--- src/rtl/cci_pkg.sv ---
`timescale 1ns/1ps
package cci_pkg;
  // Number of comparator inputs handled by the block.
  localparam int unsigned NUM_CMP = 3;
  // Bit positions of the two comparators that can interrupt.
  localparam int unsigned IDX_C2 = 1;
  localparam int unsigned IDX_C3 = 2;

  // Interrupt source selection, encoded the way the enable field is written.
  typedef enum logic [1:0] {
    SRC_NONE = 2'b00,
    SRC_C2   = 2'b01,
    SRC_C3   = 2'b10,
    SRC_XOR  = 2'b11
  } src_mode_e;
endpackage

--- src/rtl/cci_rst_sync.sv ---
`timescale 1ns/1ps
// Asserts the reset asynchronously and releases it after STAGES clock edges.
module cci_rst_sync #(
  parameter int unsigned STAGES = 2
) (
  input  logic clk,
  input  logic rst_n,
  output logic rst_sync_n
);
  logic [STAGES-1:0] chain_q;
  logic [STAGES-1:0] chain_d;

  always_comb begin
    chain_d = {chain_q[STAGES-2:0], 1'b1};
  end

  always_ff @(posedge clk or negedge rst_n) begin
    if (!rst_n) chain_q <= '0;
    else        chain_q <= chain_d;
  end

  assign rst_sync_n = chain_q[STAGES-1];
endmodule

--- src/rtl/cci_sync.sv ---
`timescale 1ns/1ps
// Multi-stage level synchronizer, one chain per bit.
module cci_sync #(
  parameter int unsigned WIDTH  = 3,
  parameter int unsigned STAGES = 2
) (
  input  logic             clk,
  input  logic             rst_n,
  input  logic [WIDTH-1:0] d_async,
  output logic [WIDTH-1:0] q_sync
);
  logic [STAGES-1:0][WIDTH-1:0] stage_q;
  logic [STAGES-1:0][WIDTH-1:0] stage_d;

  genvar s;
  generate
    for (s = 0; s < STAGES; s++) begin : g_stage
      if (s == 0) begin : g_first
        assign stage_d[s] = d_async;
      end else begin : g_next
        assign stage_d[s] = stage_q[s-1];
      end
    end
  endgenerate

  always_ff @(posedge clk or negedge rst_n) begin
    if (!rst_n) stage_q <= '0;
    else        stage_q <= stage_d;
  end

  assign q_sync = stage_q[STAGES-1];
endmodule

--- src/rtl/cci_chg_det.sv ---
`timescale 1ns/1ps
// Keeps the previous synchronized sample and flags a change of the
// source chosen by the enable field.
module cci_chg_det
  import cci_pkg::*;
#(
  parameter int unsigned WIDTH = NUM_CMP
) (
  input  logic             clk,
  input  logic             rst_n,
  input  logic [WIDTH-1:0] level,
  input  src_mode_e        mode,
  output logic             chg_evt
);
  logic [WIDTH-1:0] prev_q;
  logic [WIDTH-1:0] diff;
  logic             xor_now;
  logic             xor_prev;

  // The previous sample follows every cycle, whatever the mode.
  always_ff @(posedge clk or negedge rst_n) begin
    if (!rst_n) prev_q <= '0;
    else        prev_q <= level;
  end

  always_comb begin
    diff     = level ^ prev_q;
    xor_now  = level[IDX_C2] ^ level[IDX_C3];
    xor_prev = prev_q[IDX_C2] ^ prev_q[IDX_C3];
    unique case (mode)
      SRC_C2:  chg_evt = diff[IDX_C2];
      SRC_C3:  chg_evt = diff[IDX_C3];
      SRC_XOR: chg_evt = xor_now ^ xor_prev;
      default: chg_evt = 1'b0;
    endcase
  end
endmodule

--- src/rtl/cmp_chg_irq.sv ---
`timescale 1ns/1ps
module cmp_chg_irq
  import cci_pkg::*;
#(
  parameter int unsigned SYNC_STAGES = 2,
  parameter int unsigned RST_STAGES  = 2
) (
  input  logic         clk,
  input  logic         rst_n,
  input  logic [2:0]   cmp_in,
  input  logic         en_we,
  input  logic [1:0]   en_wdata,
  output logic [2:0]   cmp_status,
  output logic         irq,
  input  logic         irq_clr
);
  localparam int unsigned W = NUM_CMP;

  logic         rst_core_n;
  logic [W-1:0] level;
  logic [1:0]   en_q;
  logic [1:0]   en_d;
  logic         chg_evt;
  logic         irq_q;
  logic         irq_d;

  cci_rst_sync #(.STAGES(RST_STAGES)) u_rst (
    .clk        (clk),
    .rst_n      (rst_n),
    .rst_sync_n (rst_core_n)
  );

  cci_sync #(.WIDTH(W), .STAGES(SYNC_STAGES)) u_sync (
    .clk     (clk),
    .rst_n   (rst_core_n),
    .d_async (cmp_in),
    .q_sync  (level)
  );

  cci_chg_det #(.WIDTH(W)) u_det (
    .clk     (clk),
    .rst_n   (rst_core_n),
    .level   (level),
    .mode    (src_mode_e'(en_q)),
    .chg_evt (chg_evt)
  );

  // Enable field: loaded only with the write strobe.
  always_comb begin
    en_d = en_q;
    if (en_we) en_d = en_wdata;
  end

  // Sticky request: a new change outranks a clear in the same cycle.
  always_comb begin
    irq_d = irq_q;
    if (irq_clr) irq_d = 1'b0;
    if (chg_evt) irq_d = 1'b1;
  end

  always_ff @(posedge clk or negedge rst_core_n) begin
    if (!rst_core_n) begin
      en_q  <= 2'b00;
      irq_q <= 1'b0;
    end else begin
      en_q  <= en_d;
      irq_q <= irq_d;
    end
  end

  assign cmp_status = level;
  assign irq        = irq_q;
endmodule

--- config.mk ---
export PLATFORM = sky130hd
export DESIGN_NAME = cmp_chg_irq
export DESIGN_NICKNAME = d
export VERILOG_FILES = /design/src/rtl/cci_pkg.sv /design/src/rtl/cci_rst_sync.sv /design/src/rtl/cci_sync.sv /design/src/rtl/cci_chg_det.sv /design/src/rtl/cmp_chg_irq.sv
export SDC_FILE = /design/constraint.sdc
export NUM_CORES = 1
export LEC_CHECK = 0
export BUFFER_PORTS_ARGS = -buffer_cell sky130_fd_sc_hd__buf_2
export CAP_MARGIN = 10
export CORE_AREA = 10 10 47 49
export DETAILED_ROUTE_END_ITERATION = 12
export DIE_AREA = 0 0 57 59
export SYNTH_ARGS = -nofsm -noshare
export SYNTH_HDL_FRONTEND = slang
export SYNTH_SLANG_ARGS = --single-unit
--- constraint.sdc ---
create_clock -name clk -period 0.8 [get_ports clk]
set_input_delay 0.04 -clock clk [delete_from_list [all_inputs] [get_ports clk]]
set_output_delay 0.04 -clock clk [all_outputs]
set_load 0.02 [all_outputs]
After elaboration in Yosys (flattened, before gate mapping)
Index checks and enable logic that the tools add are counted.
{"block": "word_totals", "in_bits": 9, "output_inout_bits": 4, "reg_bits": 14}
{"block": "classes", "reduce_logical": 1, "bitwise": 4, "n_mux": 3, "n_eq_ne": 3}
{"cell": "2-bit == test (second input constant)", "count": 2}
{"cell": "1-bit one-hot mux with 3 select lines", "count": 1}
{"cell": "1-bit bitwise XOR", "count": 3}
{"cell": "3-bit bitwise XOR", "count": 1}
{"cell": "2-bit by 1-bit == test with 1-bit output (second input constant)", "count": 1}
{"cell": "1-bit 2-to-1 mux", "count": 2}
{"cell": "2-bit nonzero test", "count": 1}

Longest topological paths before layout
Gate-level depths: netlist (run 1).
{"block": "logic_depth", "ltp_word": 4, "depth_mapped": 3}

Hierarchy
From an unflattened synthesis (run 1), not the netlist that was laid out.
{"block": "hier_totals", "cells_unflattened": 23, "area_unflattened_um2": 396.6}
{"module": "cci_sync", "area_per_inst_um2": 150.1, "seq_area_each_um2": 150.1, "instances": 1, "cells_per_inst": 6}
{"module": "cmp_chg_irq", "area_per_inst_um2": 108.9, "seq_area_each_um2": 75.1, "instances": 1, "cells_per_inst": 7}
{"module": "cci_chg_det", "area_per_inst_um2": 83.8, "seq_area_each_um2": 50.0, "instances": 1, "cells_per_inst": 7}
{"module": "cci_rst_sync", "area_per_inst_um2": 53.8, "seq_area_each_um2": 50.0, "instances": 1, "cells_per_inst": 3}

Least setup slack after synthesis (run 1)
Ideal clock, no wire load.
{"block": "synth_timing", "kind": "reg2reg", "from": "register u_sync.stage_q, in the netlist u_sync.q_sync[1]", "to": "register irq_q, in the netlist irq", "required_time_ns": 0.731, "stages_incl_launch_ff": 4, "t_arrival_ns": 0.947, "slack_ns": -0.216, "setup_time_ns": 0.069, "synth_period_minus_slack_ns": 1.016, "n_path_buf": 0, "path_cell_list": "dfrtp_1 -> xor2_1 -> a211oi_1 -> nand3b_1"}
{"block": "synth_via", "elab_chain_cells": 4, "word_cells_on_any_way": 6}
{"item": "from (decl)", "line": "cci_sync.sv:12", "rtl": "logic [STAGES-1:0][WIDTH-1:0] stage_q;"}
{"item": "from (signal assigned)", "line": "cci_sync.sv:28", "rtl": "else stage_q <= stage_d;"}
{"item": "1-bit bitwise XOR", "line": "cci_chg_det.sv:28", "rtl": "xor_now = level[IDX_C2] ^ level[IDX_C3];"}
{"item": "1-bit bitwise XOR", "line": "cci_chg_det.sv:33", "rtl": "SRC_XOR: chg_evt = xor_now ^ xor_prev;"}
{"item": "1-bit one-hot mux with 3 select lines *", "line": "cci_chg_det.sv:30", "rtl": "unique case (mode)"}
{"item": "1-bit 2-to-1 mux / 2-bit nonzero test (equally long branches)"}
{"item": "to (signal assigned)", "line": "cmp_chg_irq.sv:67", "rtl": "irq_q <= irq_d;"}
{"item": "to (decl)", "line": "cmp_chg_irq.sv:24", "rtl": "logic irq_q;"}
Mark *: on every way between the ends. The rest lies on a longest branch, timed or not.
A chain may end at the register's enable or synchronous reset.

Final worst setup path (run 1)
{"block": "layout_timing", "from": "register u_sync.stage_q, in the netlist u_sync.q_sync[1]", "to": "output cmp_status[1]"}
{"item": "to (decl)", "line": "cmp_chg_irq.sv:13", "rtl": "output logic [2:0] cmp_status,"}
No word-level cell between the ends.

==> results of run 1 <==
==> worst reg2reg max path: cells and delay by family (launching register included) <==
kind	cells	cell delay (ns)
xor+xnor	1	0.23
compound gates	1	0.07
flops	1	0.40
simple gates	1	0.16
==> cells in the mapped netlist <==
cell type	n	share of area (%)
a211oi_1	1	1.9
o211ai_1	1	1.9
nand3b_1	1	1.9
conb_1	1	0.94
xnor2_1	1	2.2
o21ai_0	1	1.3
nand2_1	1	0.94
dfrtp_1	13	82
nand2b_1	1	1.6
xor2_1	1	2.2
inv_1	1	0.94
mux2_2	1	2.8
==> logic make-up after synthesis <==
group | count (synthesis) | share of synthesized area, %
muxes | 1 | 2.82
and+or+nand+nor | 3 | 4.39
DFF | 13 | 81.5
AOI/OAI and AO/OA | 3 | 5.02
xor gates and xnor gates | 2 | 4.39
other | 1 | 0.940
buffers and inverters | 1 | 0.940
==> layout by cell type, fill, tap and decap left out <==
cell type and n:
dfrtp_2 1, mux2_4 1, nand2_1 1, nand2b_1 1, nand3b_1 1, o211ai_1 1
xnor2_1 1, a211oi_2 1, dfrtp_1 12, o21ai_0 1, clkinv_2 1, inv_1 1
buf_2 8, conb_1 1, buf_6 6, dlygate4sd3_1 7, clkbuf_4 3, xor2_2 1
==> final cells by class <==
type	count	area (um^2)	share of cell area [%]
clock buffer	3	22.5	3.51
clock inverter	1	5.00	0.780
inverter	1	3.75	0.585
multi-input combinational	10	86.3	13.5
sequential	13	327	50.9
tap	16	20.0	3.12
timing repair buffer	21	178	27.7
==> routing by layer <==
layer | part of all wire (%) | vias up | wire length (um) | GRT usage, %
met3 | 14 | 0 | 104 | 4.94
met2 | 47 | 12 | 351 | 8.22
met4 | 0 | 0 | 0 | 1.01
met1 | 39 | 131 | 293 | 4.56
met5 | 0 | - | 0 | 0
li1 | - | 127 | - | -
==> where the power goes <==
group	internal (mW)	switching [mW]	leakage (nW)
sequential	0.702	0.0354	0.151
combinational	0.106	0.0668	0.132
clock	0.185	0.209	0.0177
total	0.993	0.311	0.301
==> state kept, by name, indices dropped and copies added, names as in the netlist <==
register	flops
en_q	2
irq	1
u_det.prev_q	2
u_rst.chain_q	2
u_sync.q_sync	3
u_sync.stage_d	3
==> worst max path at each step <==
stage | endpoint | cells past startpoint
after CTS | cmp_status[1] | 2
after floorplan | irq$_DFFE_PN0P_ | 3
after detailed placement | irq$_DFFE_PN0P_ | 3
final | cmp_status[1] | 2
after global routing | cmp_status[1] | 2
after global placement | irq$_DFFE_PN0P_ | 3
==> repair_timing <==
action / in CTS / in global routing
pin swaps: 1 / 0
hold buffers: 7 / 0
endpoints found under the hold margin: 7 / 0
cloned: 0 / 0
gates resized for setup: 10 / 3
setup endpoints to repair: 5 / 6
==> metrics.yaml, run 1 <==
timing:
  slew_viol_final: 0
  fin_ws_ns: -0.179
  post-route-min-period_ns: 0.979
  setup_viol: 5
  fin_crit_sh_pct: 122
  fin_worst_skew_ns: 0.00515
  whs_ns: 0.0290
  finalSetupTns_ns: -0.550
  rsz0062_at_grt: "yes"
  max_freq_mhz: 1020
  final_hold_viol_count: 0
final_layout:
  finish.instance_area_um2: 642
  drive_above_1_share_pct: 44.9
  fin_nets: 59
  num_antenna_cells: 0
  nFillCells: 143
  fin_cells: 65
  syn_to_final_growth_pct: 60.8
  final_core_utilization_pct: 45.8
global_routing:
  grt_antenna_before_repair: 0
  grt_util_all_layers_pct: 5.08
  grt_overflow_total: 0
  grt_start_max_net_pins: 12
  grt_pass1_vias: 316
  grt_pass1_wl_um: 1330
placed_design:
  hpwl_um: 545
  gp_congestion: 0.632
  place_area_um2: 495
  pre_cts_slack_ns: -0.151
  dpl.cell_count: 54
  numPortBuffers: 12
hold_path:
  min_path_type: "input pin to flip-flop"
  min_to: "en_q[1]$_DFFE_PN0P_"
  whs_path_depth: 3
  min_from: "en_we"
routing:
  vias: 270
  drt_first_iter_violations: 2
  drc: 0
  vias_per_cell: 4.15
  detail_route.wl_per_cell_um: 11.5
  ant_nets: 0
  drt_wl_total_um: 749
  dr.pass1.iters: 3
floorplanning:
  io_pins: 13
  dieArea_mm2: 0.00336
  die_w_um: 57
  die_h_um: 59
  fp-row-count: 14
  coreArea_mm2: 0.00140
  initial_core_util_pct: 28.5
clock_tree:
  cts_buffers: 3
  clk_pin_slew_worst_paths_ns: 0.08
  postCtsSetupRepairBufs: 0
  ctsRootBufferMaster: "clkbuf_4"
  worstSkewPairLatency_ns: 0.27
  htree_levels: 1
  cts_tree: "done"
  cts_buffer_depth: 2
  clock_sinks: 13
critical_path:
  r2r_slack_ns: -0.16
  cp-end-kind: "output port"
  cp_cell_sequence: "buf_6 -> buf_6"
  cp_max_fo: 2
  critPathKind: "flip-flop to output port"
  worst_r2r_endpoint: "irq$_DFFE_PN0P_"
  r2r_start: "u_sync.q_sync[2]$_DFF_PN0_"
  start_kind: "flip-flop"
  crit_top_cell: "buf_6"
  worstSetupStartpoint: "u_sync.q_sync[1]$_DFF_PN0_"
  crit_required_ns: 0.76
  crit_arrival_ns: 0.94
  critPathTopFamily: "flip-flops"
  max_stage_delay_ns: 0.43
  worstRegToRegCells: 3
  slowest_stage: "dfrtp_2"
  path_buf_inv: 2
pwr:
  power_density_mw_per_mm2: 2030
  peakVddDrop_uv: 1030
  finalPower_mw: 1.30
  p_leak_nw: 0.301
yosys:
  ys_seq_area_share_pct: 81.5
  netlist_instances: 24
  synth_cell_types: 12
  synth_nets: 33
  synth_seq_cells: 13
  synth_warnings: 0
  synth_area_per_cell_um2: 16.6
  netlist_area_um2: 399
run_status:
  violations: "setup timing"
  status: "finished, violations left"
run:
  cap_violations: 0
(Power assumes the default switching activity.)
==> inputs of run 2 (changes only) <==
- clock period: 0.8 -> 1.1 ns (I/O delays scaled with it)
==> metrics.yaml, run 2 (synthesis results as in run 1) <==
timing:
  max_freq_mhz: 1050
  post-route-min-period_ns: 0.951
  fin_worst_skew_ns: 0.00180  # -0.00335 ns
  slew_viol_final: 0  # unchanged
  rsz0062_at_grt: "no"
  final_hold_viol_count: 0  # unchanged
  setup_viol: 0  # -5
  fin_crit_sh_pct: 86.4
  finalSetupTns_ns: 0  # +0.550 ns
hold_path:
  min_path_type: "input pin to flip-flop"
floorplanning:
  initial_core_util_pct: 28.5  # unchanged
  dieArea_mm2: 0.00336  # unchanged
  fp-row-count: 14  # unchanged
  die_h_um: 59  # unchanged
  die_w_um: 57  # unchanged
  coreArea_mm2: 0.00140  # unchanged
  io_pins: 13  # unchanged
final_layout:
  nFillCells: 139  # -2.8%
  fin_nets: 56  # -5.1%
  multi_input_area_um2: 70.1  # -19%
  syn_to_final_growth_pct: 41.7
  final_core_utilization_pct: 40.4  # -5.4 points
  layout_commonest_cell: "dfrtp_1"
  register_area_um2: 325  # -0.38%
  drive_above_1_share_pct: 34.8  # -10 points
  num_antenna_cells: 0  # unchanged
  layout_common_cells: "13 x dfrtp_1, 12 x buf_2, 6 x dlygate4sd3_1"
clock_tree:
  ctsRootBufferMaster: "clkbuf_4"
  cts_resized: 0  # -10
  clk_pin_slew_worst_paths_ns: 0.07  # about the same
  cts_buffers: 3  # unchanged
  hold_buffers: 6  # -1
  cts_buffer_depth: 2  # unchanged
  cts_tree: "done"
  postCtsSetupRepairBufs: 0  # unchanged
  clock_sinks: 13  # unchanged
  htree_levels: 1  # unchanged
  worstSkewPairLatency_ns: 0.27  # about the same
critical_path:
  cp_max_fo: 3  # +1
  cp-end-kind: "flip-flop"
  r2r_slack_ns: 0.15  # +0.31 ns
  crit_arrival_ns: 1.16  # +0.22 ns
  start_kind: "flip-flop"
  critPathKind: "flip-flop to flip-flop"
  crit_required_ns: 1.31  # +0.55 ns
  cp_cell_sequence: "xor2_1 -> a211oi_1 -> nand3b_1"
  max_stage_delay_ns: 0.40  # -0.03 ns
  slowest_stage: "dfrtp_1"
pwr:
  p_leak_nw: 0.268  # -11%
  p_comb_share_pct: 10.0  # -3.3 points
  peakVddDrop_uv: 738  # -29%
  clkPwrFrac_pct: 31.3  # +1.1 points
  p_int_uw: 699  # -30%
  swShare_pct: 22.7  # -1.2 points
  p_seq_share_pct: 58.6  # +2.1 points
  power_density_mw_per_mm2: 1600  # -21%
  switching_power_uw: 205  # -34%
global_routing:
  grt_antenna_before_repair: 0  # unchanged
  grt_overflow_total: 0  # unchanged
  grt_start_max_net_pins: 12  # unchanged
  grt_util_all_layers_pct: 4.60  # -0.48 points
  grt_pass1_vias: 265  # -16%
  grt_pass1_wl_um: 1150  # -13%
routing:
  drt_first_iter_violations: 2  # unchanged
  dr.pass1.iters: 2  # -1
  drc: 0  # unchanged
  vias_per_cell: 3.94  # -5.3%
  wl_met2_um: 298  # -15%
  vias: 244  # -9.6%
  wl_met1_um: 301  # +2.7%
  detail_route.wl_per_cell_um: 11.0  # -4.3%
  drt_wl_total_um: 684  # -8.7%
  met3_length_um: 71  # -32%
  dr.max_layer_used: "met4"
  ant_nets: 0  # unchanged
placed_design:
  numPortBuffers: 12  # unchanged
  gp_congestion: 0.611  # -3.3%
  hpwl_um: 502  # -7.9%
run:
  cap_violations: 0  # unchanged
run_status:
  status: "finished, final reports clean"
## run 2: path summary, 6_finish.rpt
kind	startpoint	to	cells past startpoint
max in group asynchronous	u_rst.chain_q[1]$_DFF_PN0_	u_sync.q_sync[0]$_DFF_PN0_	0
worst min-delay path	en_wdata[0]	en_q[0]$_DFFE_PN0P_	2
worst max-delay path	u_sync.q_sync[1]$_DFF_PN0_	irq$_DFFE_PN0P_	3
min in group asynchronous	rst_n	u_rst.chain_q[1]$_DFF_PN0_	2
worst min register to register	u_rst.chain_q[1]$_DFF_PN0_	u_sync.q_sync[2]$_DFF_PN0_	0
worst max register to register	u_sync.q_sync[1]$_DFF_PN0_	irq$_DFFE_PN0P_	3
## run 2: metal layers
layer,up-vias,global-route usage [%]
met4,0,4.03
met3,2,3.43
met1,109,4.44
met2,13,6.36
met5,-,0
li1,120,-
## run 2: per-stage QoR
| stage | worst slack (ns) | instance area (um^2) | power [mW] | hold slack [ns] | instances |
|---|---|---|---|---|---|
| after global routing | 0.0134 | 566 | 0.957 | 0.0120 | 62 |
| after floorplan | 0.0835 | 399 | 0.580 | -0.241 | 24 |
| after CTS | 0.139 | 566 | 0.927 | 0.0101 | 62 |
| final | 0.149 | 566 | 0.904 | 0.0228 | 62 |
| after global placement | 0.165 | 479 | 0.615 | -0.158 | 52 |
| after detailed placement | 0.156 | 479 | 0.618 | -0.158 | 52 |
## run 2: area by class of cell
type                       count  share of cell area [%]
clock buffer                   4                    4.65
inverter                       1                   0.664
multi-input combinational     10                    12.4
sequential                    13                    57.5
tap                           16                    3.54
timing repair buffer          18                    21.2
## run 2: critical path: cells and delay by family (launching register included)
family,cells,cell delay (ns)
AO/OA/AOI/OAI,1,0.21
XOR/XNOR,1,0.16
flip-flops,1,0.40
AND/OR/NAND/NOR,1,0.12
## run 2: power by group through the flow
stage	registers [mW]	logic [mW]	clock network (mW)
after detailed placement	0.542	0.0759	0
final	0.530	0.0906	0.283
after global routing	0.536	0.101	0.321
after CTS	0.532	0.0919	0.303
after global placement	0.540	0.0754	0
after floorplan	0.555	0.0255	0
==> inputs of run 3 (changes only) <==
- CELL_PAD_IN_SITES_DETAIL_PLACEMENT: default -> 0
- CELL_PAD_IN_SITES_GLOBAL_PLACEMENT: default -> 1
- PLACE_DENSITY_LB_ADDON: default -> 0.1
==> metrics.yaml, run 3 (synthesis results as in run 1) <==
run_status:
  status: "finished, final reports clean"
global_routing:
  grt_util_all_layers_pct: 4.60  # -0.0060 points
  grt_pass1_wl_um: 1200  # +4.2%
  grt_start_max_net_pins: 12  # unchanged
  grt_pass1_vias: 266  # +0.38%
  grt_antenna_before_repair: 0  # unchanged
  grt_overflow_total: 0  # unchanged
routing:
  drt_wl_total_um: 667  # -2.5%
  detail_route.wl_per_cell_um: 10.9  # -0.89%
  dr.pass1.iters: 1  # -1
  vias: 239  # -2.0%
  drc: 0  # unchanged
  drt_first_iter_violations: 0  # -2
  vias_per_cell: 3.92  # -0.44%
  ant_nets: 0  # unchanged
timing:
  fin_crit_sh_pct: 90.6  # +4.2 points
  slew_viol_final: 0  # unchanged
  rsz0062_at_grt: "no"
  max_freq_mhz: 1000  # -4.6%
  post-route-min-period_ns: 0.997  # +0.0461 ns
  finalSetupTns_ns: 0  # unchanged
  setup_viol: 0  # unchanged
  final_hold_viol_count: 0  # unchanged
  fin_worst_skew_ns: 0.000480  # -0.00132 ns
clock_tree:
  cts_tree: "done"
  clk_pin_slew_worst_paths_ns: 0.07  # about the same
  ctsRootBufferMaster: "clkbuf_4"
  worstSkewPairLatency_ns: 0.26  # about the same
  cts_buffer_depth: 2  # unchanged
  postCtsSetupRepairBufs: 0  # unchanged
  htree_levels: 1  # unchanged
  cts_resized: 0  # unchanged
  cts_buffers: 3  # unchanged
  clock_sinks: 13  # unchanged
pwr:
  p_leak_nw: 0.264  # -1.6%
  power_density_mw_per_mm2: 1610  # +0.79%
  swShare_pct: 22.2  # -0.51 points
  p_int_uw: 697  # -0.34%
  clkPwrFrac_pct: 30.8  # -0.5 points
  p_comb_share_pct: 9.9  # about the same
  switching_power_uw: 199  # -3.2%
  peakVddDrop_uv: 799  # +8.4%
  p_seq_share_pct: 59.3  # +0.7 points
hold_path:
  min_path_type: "input pin to flip-flop"
  min_from: "en_wdata[1]"
final_layout:
  fin_nets: 55  # -1.8%
  final_core_utilization_pct: 39.6  # -0.71 points
  num_antenna_cells: 0  # unchanged
  drive_above_1_share_pct: 35.6  # +0.77 points
  layout_commonest_cell: "dfrtp_1"
  layout_common_cells: "13 x dfrtp_1, 12 x buf_2, 5 x dlygate4sd3_1"
  syn_to_final_growth_pct: 39.2
critical_path:
  start_kind: "flip-flop"
  slowest_stage: "dfrtp_1"
  worstSetupStartpoint: "u_sync.q_sync[1]$_DFF_PN0_"
  cp-endpoint: "irq$_DFFE_PN0P_"
  worstRegToRegCells: 3  # unchanged
  r2r_slack_ns: 0.10  # -0.05 ns
  r2r_start: "u_sync.q_sync[1]$_DFF_PN0_"
  worst_r2r_endpoint: "irq$_DFFE_PN0P_"
  cp_cell_sequence: "xor2_1 -> a211oi_1 -> nand3b_1"
  path_depth: 3  # unchanged
  cp_max_fo: 3  # unchanged
  critPathTopFamily: "flip-flops"
  max_stage_delay_ns: 0.40  # about the same
  critPathKind: "flip-flop to flip-flop"
  cp-end-kind: "flip-flop"
  crit_arrival_ns: 1.20  # +0.04 ns
  path_buf_inv: 0  # unchanged
  crit_required_ns: 1.30  # about the same
floorplanning:
  die_h_um: 59  # unchanged
  initial_core_util_pct: 28.5  # unchanged
  die_w_um: 57  # unchanged
  fp-row-count: 14  # unchanged
  dieArea_mm2: 0.00336  # unchanged
  io_pins: 13  # unchanged
  coreArea_mm2: 0.00140  # unchanged
run:
  cap_violations: 0  # unchanged
placed_design:
  numPortBuffers: 12  # unchanged
  gp_congestion: 0.701  # +15%
run 3: cell types whose count changed in the layout (fill, tap and decap cells not counted):
cell / previous run / this run
dlygate4sd3_1: 6 / 5
run 3: worst register-to-register path, cell delays in order (launching register included):
cell	delay, ns
dfrtp_1	0.40
xor2_1	0.16
a211oi_1	0.25
nand3b_1	0.13
run 3: power by group through the flow:
stage,sequential (mW),combinational (mW),clock (mW)
after floorplan,0.555,0.0255,0
after global placement,0.541,0.0758,0
after detailed placement,0.542,0.0768,0
after CTS,0.532,0.0905,0.295
after global routing,0.537,0.100,0.314
final,0.531,0.0886,0.276
run 3: per-stage QoR:
step           area, um^2  hold slack [ns]  instances  power, mW  setup WS [ns]
3_5_place_dp          479           -0.155         52      0.618          0.114
6_report              556           0.0101         61      0.895          0.103
2_1_floorplan         399           -0.241         24      0.580         0.0835
3_3_place_gp          479           -0.160         52      0.616          0.162
4_1_cts               556         0.000477         61      0.917          0.102
5_1_grt               556          0.00935         61      0.951        0.00929
run 3: layout make-up:
cell class | count | area (um^2)
clock buffer | 4 | 26.3
fill | 142 | 846
inverter | 1 | 3.75
multi-input combinational | 10 | 70.1
sequential | 13 | 325
tap | 16 | 20.0
timing repair buffer | 17 | 110
run 3: repair_timing:
action | CTS | global route
hold endpoints to repair | 6 | 0
setup endpoints to repair | 0 | 0
hold buffers | 5 | 0
run 3: how the worst min path moves through the flow:
| stage | endpoint | slack (ns) | depth (start not counted) |
|---|---|---|---|
| 6_report | en_q[1]$_DFFE_PN0P_ | 0.01 | 3 |
| 5_1_grt | en_q[1]$_DFFE_PN0P_ | 0.009 | 3 |
| 4_1_cts | en_q[1]$_DFFE_PN0P_ | 0.0005 | 3 |
| 3_5_place_dp | u_rst.chain_q[0]$_DFF_PN0_ | -0.15 | 1 |
| 3_3_place_gp | u_rst.chain_q[0]$_DFF_PN0_ | -0.16 | 1 |
| 2_1_floorplan | u_rst.chain_q[0]$_DFF_PN0_ | -0.24 | 0 |
run 3: routing by layer:
layer | vias up | GRT usage, % | share of wire, % | routed length (um)
met1 | 111 | 5.41 | 44 | 291
li1 | 118 | - | - | -
met5 | - | 0 | 0 | 0
met3 | 0 | 2.79 | 11 | 76
met2 | 10 | 6.05 | 45 | 299
met4 | 0 | 3.02 | 0 | 0
